--- src/rtl/cfglock_pkg.sv ---
package cfglock_pkg;

  localparam int ADDR_W = 4;
  localparam int DATA_W = 16;

  typedef enum logic [1:0] {
    LVL_OPEN  = 2'd0,
    LVL_ONE   = 2'd1,
    LVL_TWO   = 2'd2,
    LVL_THREE = 2'd3
  } lvl_e;

  localparam logic [ADDR_W-1:0] A_LOCK  = 4'h0;
  localparam logic [ADDR_W-1:0] A_DT    = 4'h1;
  localparam logic [ADDR_W-1:0] A_BRK   = 4'h2;
  localparam logic [ADDR_W-1:0] A_IDLE  = 4'h3;
  localparam logic [ADDR_W-1:0] A_DT2   = 4'h4;
  localparam logic [ADDR_W-1:0] A_POL   = 4'h5;
  localparam logic [ADDR_W-1:0] A_OFF   = 4'h6;
  localparam logic [ADDR_W-1:0] A_MODE0 = 4'h8;

  // write enables for the fields that are not per channel
  typedef struct packed {
    logic lock;
    logic dt;
    logic brk;
    logic idle;
    logic dt2;
    logic off;
  } we_s;

endpackage

--- src/rtl/cfglock_rstsync.sv ---
module cfglock_rstsync #(
  parameter int STAGES = 2
) (
  input  logic clk,
  input  logic rst_n,
  output logic core_rst_n
);
  logic [STAGES-1:0] sync_q;

  always_ff @(posedge clk or negedge rst_n) begin
    if (!rst_n) sync_q <= '0;
    else        sync_q <= {sync_q[STAGES-2:0], 1'b1};
  end

  assign core_rst_n = sync_q[STAGES-1];
endmodule

--- src/rtl/cfglock_level.sv ---
module cfglock_level
  import cfglock_pkg::*;
(
  input  logic       clk,
  input  logic       rst_n,
  input  logic       we_lock,
  input  logic [1:0] lvl_in,
  output lvl_e       lvl
);
  lvl_e lvl_q, lvl_d;
  logic used_q, used_d;
  logic load;

  // next state: only the first lock write after reset is taken
  always_comb begin
    load   = we_lock && !used_q;
    lvl_d  = lvl_q;
    used_d = used_q;
    if (load) begin
      lvl_d  = lvl_e'(lvl_in);
      used_d = 1'b1;
    end
  end

  always_ff @(posedge clk or negedge rst_n) begin
    if (!rst_n) begin
      lvl_q  <= LVL_OPEN;
      used_q <= 1'b0;
    end else if (load) begin
      lvl_q  <= lvl_d;
      used_q <= used_d;
    end
  end

  assign lvl = lvl_q;
endmodule

--- src/rtl/cfglock_gate.sv ---
module cfglock_gate
  import cfglock_pkg::*;
#(
  parameter int NCH = 2
) (
  input  logic              wr_en,
  input  logic [ADDR_W-1:0] wr_addr,
  input  lvl_e              lvl,
  input  logic [NCH-1:0]    chan_out,
  output we_s               we,
  output logic [NCH-1:0]    we_pol,
  output logic [NCH-1:0]    we_mode
);
  logic tier1, tier2, tier3;
  logic pol_hit;

  always_comb begin
    tier1   = (lvl != LVL_OPEN);
    tier2   = (lvl == LVL_TWO) || (lvl == LVL_THREE);
    tier3   = (lvl == LVL_THREE);
    pol_hit = wr_en && (wr_addr == A_POL);
    we.lock = wr_en && (wr_addr == A_LOCK);
    we.dt   = wr_en && (wr_addr == A_DT)   && !tier1;
    we.brk  = wr_en && (wr_addr == A_BRK)  && !tier1;
    we.idle = wr_en && (wr_addr == A_IDLE) && !tier1;
    we.dt2  = wr_en && (wr_addr == A_DT2)  && !tier1;
    we.off  = wr_en && (wr_addr == A_OFF)  && !tier2;
  end

  for (genvar c = 0; c < NCH; c++) begin : g_ch
    localparam logic [ADDR_W-1:0] MADDR = ADDR_W'(int'(A_MODE0) + c);
    // direction-dependent shielding: only output channels are held
    assign we_pol[c]  = pol_hit && !(tier2 && chan_out[c]);
    assign we_mode[c] = wr_en && (wr_addr == MADDR) && !(tier3 && chan_out[c]);
  end
endmodule

--- src/rtl/cfglock_fields.sv ---
module cfglock_fields
  import cfglock_pkg::*;
#(
  parameter int NCH   = 2,
  parameter int DT_W  = 8,
  parameter int BRK_W = 4
) (
  input  logic              clk,
  input  logic              rst_n,
  input  we_s               we,
  input  logic [NCH-1:0]    we_pol,
  input  logic [NCH-1:0]    we_mode,
  input  logic [DATA_W-1:0] wr_data,
  output logic [DT_W-1:0]   dt_code,
  output logic [BRK_W-1:0]  brk_cfg,
  output logic              auto_oe,
  output logic [NCH-1:0]    idle_main,
  output logic [NCH-1:0]    idle_comp,
  output logic [DT_W-1:0]   dt2_code,
  output logic              dt_preload,
  output logic [NCH-1:0]    pol_main,
  output logic [NCH-1:0]    pol_comp,
  output logic              off_run,
  output logic              off_idle,
  output logic [3*NCH-1:0]  oc_mode,
  output logic [NCH-1:0]    oc_preload
);
  logic unused_wdata;
  assign unused_wdata = ^wr_data;

  always_ff @(posedge clk or negedge rst_n) begin
    if (!rst_n) dt_code <= '0;
    else if (we.dt) dt_code <= wr_data[DT_W-1:0];
  end

  always_ff @(posedge clk or negedge rst_n) begin
    if (!rst_n) begin
      brk_cfg <= '0;
      auto_oe <= 1'b0;
    end else if (we.brk) begin
      brk_cfg <= wr_data[BRK_W-1:0];
      auto_oe <= wr_data[BRK_W];
    end
  end

  always_ff @(posedge clk or negedge rst_n) begin
    if (!rst_n) begin
      idle_main <= '0;
      idle_comp <= '0;
    end else if (we.idle) begin
      idle_main <= wr_data[NCH-1:0];
      idle_comp <= wr_data[2*NCH-1:NCH];
    end
  end

  always_ff @(posedge clk or negedge rst_n) begin
    if (!rst_n) begin
      dt2_code   <= '0;
      dt_preload <= 1'b0;
    end else if (we.dt2) begin
      dt2_code   <= wr_data[DT_W-1:0];
      dt_preload <= wr_data[DT_W];
    end
  end

  always_ff @(posedge clk or negedge rst_n) begin
    if (!rst_n) begin
      off_run  <= 1'b0;
      off_idle <= 1'b0;
    end else if (we.off) begin
      off_run  <= wr_data[0];
      off_idle <= wr_data[1];
    end
  end

  for (genvar c = 0; c < NCH; c++) begin : g_ch
    always_ff @(posedge clk or negedge rst_n) begin
      if (!rst_n) begin
        pol_main[c] <= 1'b0;
        pol_comp[c] <= 1'b0;
      end else if (we_pol[c]) begin
        pol_main[c] <= wr_data[c];
        pol_comp[c] <= wr_data[NCH+c];
      end
    end

    always_ff @(posedge clk or negedge rst_n) begin
      if (!rst_n) begin
        oc_mode[3*c +: 3] <= '0;
        oc_preload[c]     <= 1'b0;
      end else if (we_mode[c]) begin
        oc_mode[3*c +: 3] <= wr_data[2:0];
        oc_preload[c]     <= wr_data[3];
      end
    end
  end
endmodule

--- src/rtl/cfglock_top.sv ---
module cfglock_top
  import cfglock_pkg::*;
#(
  parameter int NCH   = 2,
  parameter int DT_W  = 8,
  parameter int BRK_W = 4
) (
  input  logic               clk,
  input  logic               rst_n,
  input  logic               wr_en,
  input  logic [3:0]         wr_addr,
  input  logic [15:0]        wr_data,
  input  logic [NCH-1:0]     chan_out,
  output logic [1:0]         lock_level,
  output logic [DT_W-1:0]    dt_code,
  output logic [BRK_W-1:0]   brk_cfg,
  output logic               auto_oe,
  output logic [NCH-1:0]     idle_main,
  output logic [NCH-1:0]     idle_comp,
  output logic [DT_W-1:0]    dt2_code,
  output logic               dt_preload,
  output logic [NCH-1:0]     pol_main,
  output logic [NCH-1:0]     pol_comp,
  output logic               off_run,
  output logic               off_idle,
  output logic [3*NCH-1:0]   oc_mode,
  output logic [NCH-1:0]     oc_preload
);
  logic           core_rst_n;
  lvl_e           lvl;
  we_s            we;
  logic [NCH-1:0] we_pol;
  logic [NCH-1:0] we_mode;

  cfglock_rstsync #(.STAGES(2)) u_rst (
    .clk        (clk),
    .rst_n      (rst_n),
    .core_rst_n (core_rst_n)
  );

  cfglock_level u_level (
    .clk     (clk),
    .rst_n   (core_rst_n),
    .we_lock (we.lock),
    .lvl_in  (wr_data[1:0]),
    .lvl     (lvl)
  );

  cfglock_gate #(.NCH(NCH)) u_gate (
    .wr_en    (wr_en),
    .wr_addr  (wr_addr),
    .lvl      (lvl),
    .chan_out (chan_out),
    .we       (we),
    .we_pol   (we_pol),
    .we_mode  (we_mode)
  );

  cfglock_fields #(.NCH(NCH), .DT_W(DT_W), .BRK_W(BRK_W)) u_fields (
    .clk        (clk),
    .rst_n      (core_rst_n),
    .we         (we),
    .we_pol     (we_pol),
    .we_mode    (we_mode),
    .wr_data    (wr_data),
    .dt_code    (dt_code),
    .brk_cfg    (brk_cfg),
    .auto_oe    (auto_oe),
    .idle_main  (idle_main),
    .idle_comp  (idle_comp),
    .dt2_code   (dt2_code),
    .dt_preload (dt_preload),
    .pol_main   (pol_main),
    .pol_comp   (pol_comp),
    .off_run    (off_run),
    .off_idle   (off_idle),
    .oc_mode    (oc_mode),
    .oc_preload (oc_preload)
  );

  assign lock_level = lvl;
endmodule

--- config.mk ---
export PLATFORM = sky130hd
export DESIGN_NAME = cfglock_top
export DESIGN_NICKNAME = d
export VERILOG_FILES = /design/src/rtl/cfglock_pkg.sv /design/src/rtl/cfglock_rstsync.sv /design/src/rtl/cfglock_level.sv /design/src/rtl/cfglock_gate.sv /design/src/rtl/cfglock_fields.sv /design/src/rtl/cfglock_top.sv
export SDC_FILE = /design/constraint.sdc
export NUM_CORES = 1
export LEC_CHECK = 0
export BUFFER_PORTS_ARGS = -buffer_cell sky130_fd_sc_hd__buf_2
export CAP_MARGIN = 20
export CORE_AREA = 2 2 62 64
export DETAILED_ROUTE_END_ITERATION = 7
export DIE_AREA = 0 0 64 66
export PLACE_DENSITY_LB_ADDON = 0.05
export SYNTH_ARGS = -nofsm -noshare
export SYNTH_HDL_FRONTEND = slang
export SYNTH_SLANG_ARGS = --single-unit
--- constraint.sdc ---
create_clock -name clk -period 4.2 [get_ports clk]
set_input_delay 0.63 -clock clk [delete_from_list [all_inputs] [get_ports clk]]
set_output_delay 0.63 -clock clk [all_outputs]
set_load 0.005 [all_outputs]
# Yosys cells after proc, flatten, opt, wreduce, memory -nomap -nowiden
# Cells that the tools add are included.
# op_classes
n_reduce_logical,33
n_eq_ne,10
# ops
cell,n
$logic_and 1x1->1,23
$eq 4x3->1 const B,3
$eq 4x2->1 const B,2
$eq 4x4->1 const B,2
$logic_not 1->1,7
$eq 2x2->1 const B,2
$eq 4x1->1 const B,1
$logic_not 4->1,1
$reduce_bool 2->1,1
$logic_or 1x1->1,1
# totals
register_bits,45
word_cells,63
inputBits,25
output_inout_bits,42

# Logic depth before layout (Yosys ltp)
# depth
depth_word,5
mapped_depth,3
depth_no_buf,3

# By module
# A second synthesis with hierarchy kept.
# unflattened
hier_cells,113
hier_area_um2,1856.8
# modules_own_cells
module,cells_each,area_each_um2,n_inst
cfglock_fields,82,1537.7,1
cfglock_gate,21,140.1,1
cfglock_level,7,125.1,1
cfglock_rstsync,3,53.8,1

# Worst setup path before layout
# OpenSTA, ideal clock, no wires.
# synth_timing
path_type,input-to-reg
from,in wr_addr[3]
to,reg u_fields.idle_comp[0]
stages,3
arrival_time_ns,1.407
path_buffers,0
path_slack_ns,2.668
cell_sequence,nor3b_4 -> nand4_1 -> mux2_2
# synth_between
elab_chain_len,3
# synth_rtl
element,line,rtl
start: declaration,cfglock_top.sv:11,"input logic [3:0] wr_addr,"
$eq 4x2->1,cfglock_gate.sv:25,we.idle = wr_en && (wr_addr == A_IDLE) && !tier1;
$logic_and 1x1->1 (2 in a row),cfglock_gate.sv:25,
end signal: assignment,cfglock_fields.sv:52,idle_comp <= wr_data[2*NCH-1:NCH];
end: declaration,cfglock_fields.sv:18,"output logic [NCH-1:0] idle_comp,"
# Every way passes these cells.
# A chain may end at the register's enable or synchronous reset.

# Worst setup path after layout
# layout_timing
from,"reg u_level.lvl_q[1], in the netlist u_level.lvl[1]"
to,out lock_level[1]
# layout_lines
element,line,rtl
start: declaration,cfglock_level.sv:10,"lvl_e lvl_q, lvl_d;"
start signal: assignment,cfglock_level.sv:30,lvl_q <= lvl_d;
end: declaration,cfglock_top.sv:14,"output logic [1:0] lock_level,"
# No word-level cell between the ends.

==> reports/qor.yml <==
power:
  max-vdd-ir-drop_uv: 268
  power.density_nw_per_um2: 472
  leakage_uw: 0.00108
  p_total_uw: 1030
timing:
  fin_setup_tns_ps: 0
  fmax_mhz: 612
  finalCritPeriodShare: 0.389
  finalSetupViolations: 0
  clock_skew_ps: 7.39
  hold_violations: 0
  fin_crit_ps: 1630
  worst_pin_slew_ps: 911
  rsz0062_at_grt: "false"
  final-max-slew-violation-count: 0
  slew_headroom: 0.393
critical_path:
  worstSetupEndpointType: "output port"
  crit_buf_inv: 1
  worst_setup_path_start_kind: "register"
  cp.required_ps: 3570
  slowest_stage: "dfrtp_1"
  crit_family: "flip-flops"
  cp_cell_sequence: "buf_2"
  arrival_ps: 1000
  worstSetupPathType: "register to output port"
  path_max_fanout: 8
  crit_path_max_incr_delay_ps: 510
yosys:
  yosysWarningCount: 0
  syn_area_um2: 1760
  ys_ff_latch: 45
  avgSynthCellArea_um2: 16.0
  syn-instance-count: 110
  ys_seq_area_frac: 0.639
  syn_nets: 135
  yosysUniqueCellTypes: 16
detailed_routing:
  via_per_inst: 5.12
  drtIter0Drc: 31
  ant_nets: 0
  num_vias: 1146
  firstDrtPassIters: 4
  wl_per_cell_um: 15.3
  routed_wl_mm: 3.43
  route.detailed.drc: 0
cells_and_area:
  multi_input_area_um2: 636
  num_antenna_cells: 0
  area_delta_synth_final_pct: 23.4
  seq_area_um2: 1130
  final_core_util: 0.612
  layout-drive-gt1-share: 0.642
  fill_cells: 311
  nNetsFinal: 201
min_path:
  min_path_type: "input port to async pin"
clock_network:
  h-tree-depth: 2
  cts.hold.buffers_added: 0
  cts_setup_buffers: 0
  cts_buffer_depth: 2
  cts.clk_slew.worst_paths_ps: 120
  clock_sinks: 45
  clkLatencyLatePin_ps: 340
  cts_buffers: 5
  root_buffer: "clkbuf_4"
  ctsResizeCount: 0
  cts_tree: "yes"
floorplanning:
  die_y_um: 66
  dieArea_um2: 4220
  die_w_um: 64
  io_pins: 67
  coreArea_um2: 3550
  start_util: 0.496
  num_rows: 22
flow_run:
  maxCapViolCount: 0
grt:
  track_usage: 0.179
  grt_pass1_vias: 1159
  overflow: 0
  grt_max_degree: 44
  grt_antenna_before_repair: 0
  grt_pass1_wl_mm: 5.56
placement:
  portBuffers: 59
  dpl.hpwl_mm: 2.42
  gp_congestion: 0.744
outcome:
  outcome: "finished clean"
==> cell usage in the layout (no fill, tap or decap), drive strengths merged, types with 2 or more instances in the layout <==
cell	netlist	layout
buf	0	59
nand2	3	3
mux2	42	42
nor3b	2	2
nor2	2	2
nand3	8	8
dfrtp	45	45
clkbuf	0	7
and3b	2	2
==> state kept, by name (all words and copies together), names as in the netlist, 4 cells and up <==
name / cells
u_fields.dt_code: 8
u_fields.dt2_code: 8
u_fields.brk_cfg: 4
u_fields.oc_mode: 6
==> power by group <==
group	switching, uW	internal (uW)
Combinational	91.3	144
Sequential	58.3	531
Clock	122	79.2
==> per-stage QoR <==
stage,instances,cell area [um2],worst slack [ps],hold slack (ps)
2_1_floorplan,110,1760,2670,331
3_3_place_gp,217,2120,2390,342
3_5_place_dp,217,2120,2340,345
4_1_cts,224,2170,2550,32.5
5_1_grt,224,2170,2480,6.42
6_report,224,2170,2570,47.8
==> path summary, 6_finish.rpt <==
check	from	end	slack, ps	cells past startpoint
worst max-delay path	u_level.lvl[1]$_DFFE_PN0P_	lock_level[1]	2570	1
worst min-delay path	rst_n	u_rst.sync_q[1]$_DFF_PN0_	50	1
worst max register to register	u_level.lvl[1]$_DFFE_PN0P_	u_fields.dt2_code[7]$_DFFE_PN0P_	2690	3
worst min register to register	u_rst.sync_q[0]$_DFF_PN0_	u_rst.sync_q[1]$_DFF_PN0_	380	0
max in group asynchronous	u_rst.sync_q[1]$_DFF_PN0_	u_fields.pol_main[1]$_DFFE_PN0P_	3220	0
min in group clk	u_rst.sync_q[0]$_DFF_PN0_	u_rst.sync_q[1]$_DFF_PN0_	380	0
==> metal layers <==
metal / global-route usage / up-vias / share of wire
met2: 0.284 / 47 / 0.47
li1: - / 523 / -
met5: 0 / - / 0
met1: 0.219 / 572 / 0.45
met3: 0.0664 / 4 / 0.073
met4: 0.0761 / 0 / 0.010
==> synthesized netlist by cell type, drive strengths merged <==
library cell	instances	area, um2
and2b	1	7.51
nand3	8	50.1
nand4b	1	15.0
a21o	1	7.51
dfrtp	45	1130
nor3b	2	26.3
mux2	42	473
conb	1	3.75
nor2	2	10.0
and3b	2	17.5
nand4	1	6.26
nand3b	1	7.51
nand2	3	11.3
==> kinds of logic (layout without fill, tap and decap cells) <==
group	count (synthesis)	after routing	synth area share
AO/OA/AOI/OAI	1	1	0.00426
other	1	1	0.00213
flip-flops	45	45	0.639
buffers and inverters	0	66	0
AND/OR/NAND/NOR	21	21	0.0859
multiplexers	42	42	0.268
==> cell type report <==
type / count / share of cell area
clock buffers: 7 / 0.0253
multi-input cells: 65 / 0.292
flip-flops and latches: 45 / 0.519
well taps: 48 / 0.0276
repair buffers: 59 / 0.136
Power figures use the tool's default switching activity.
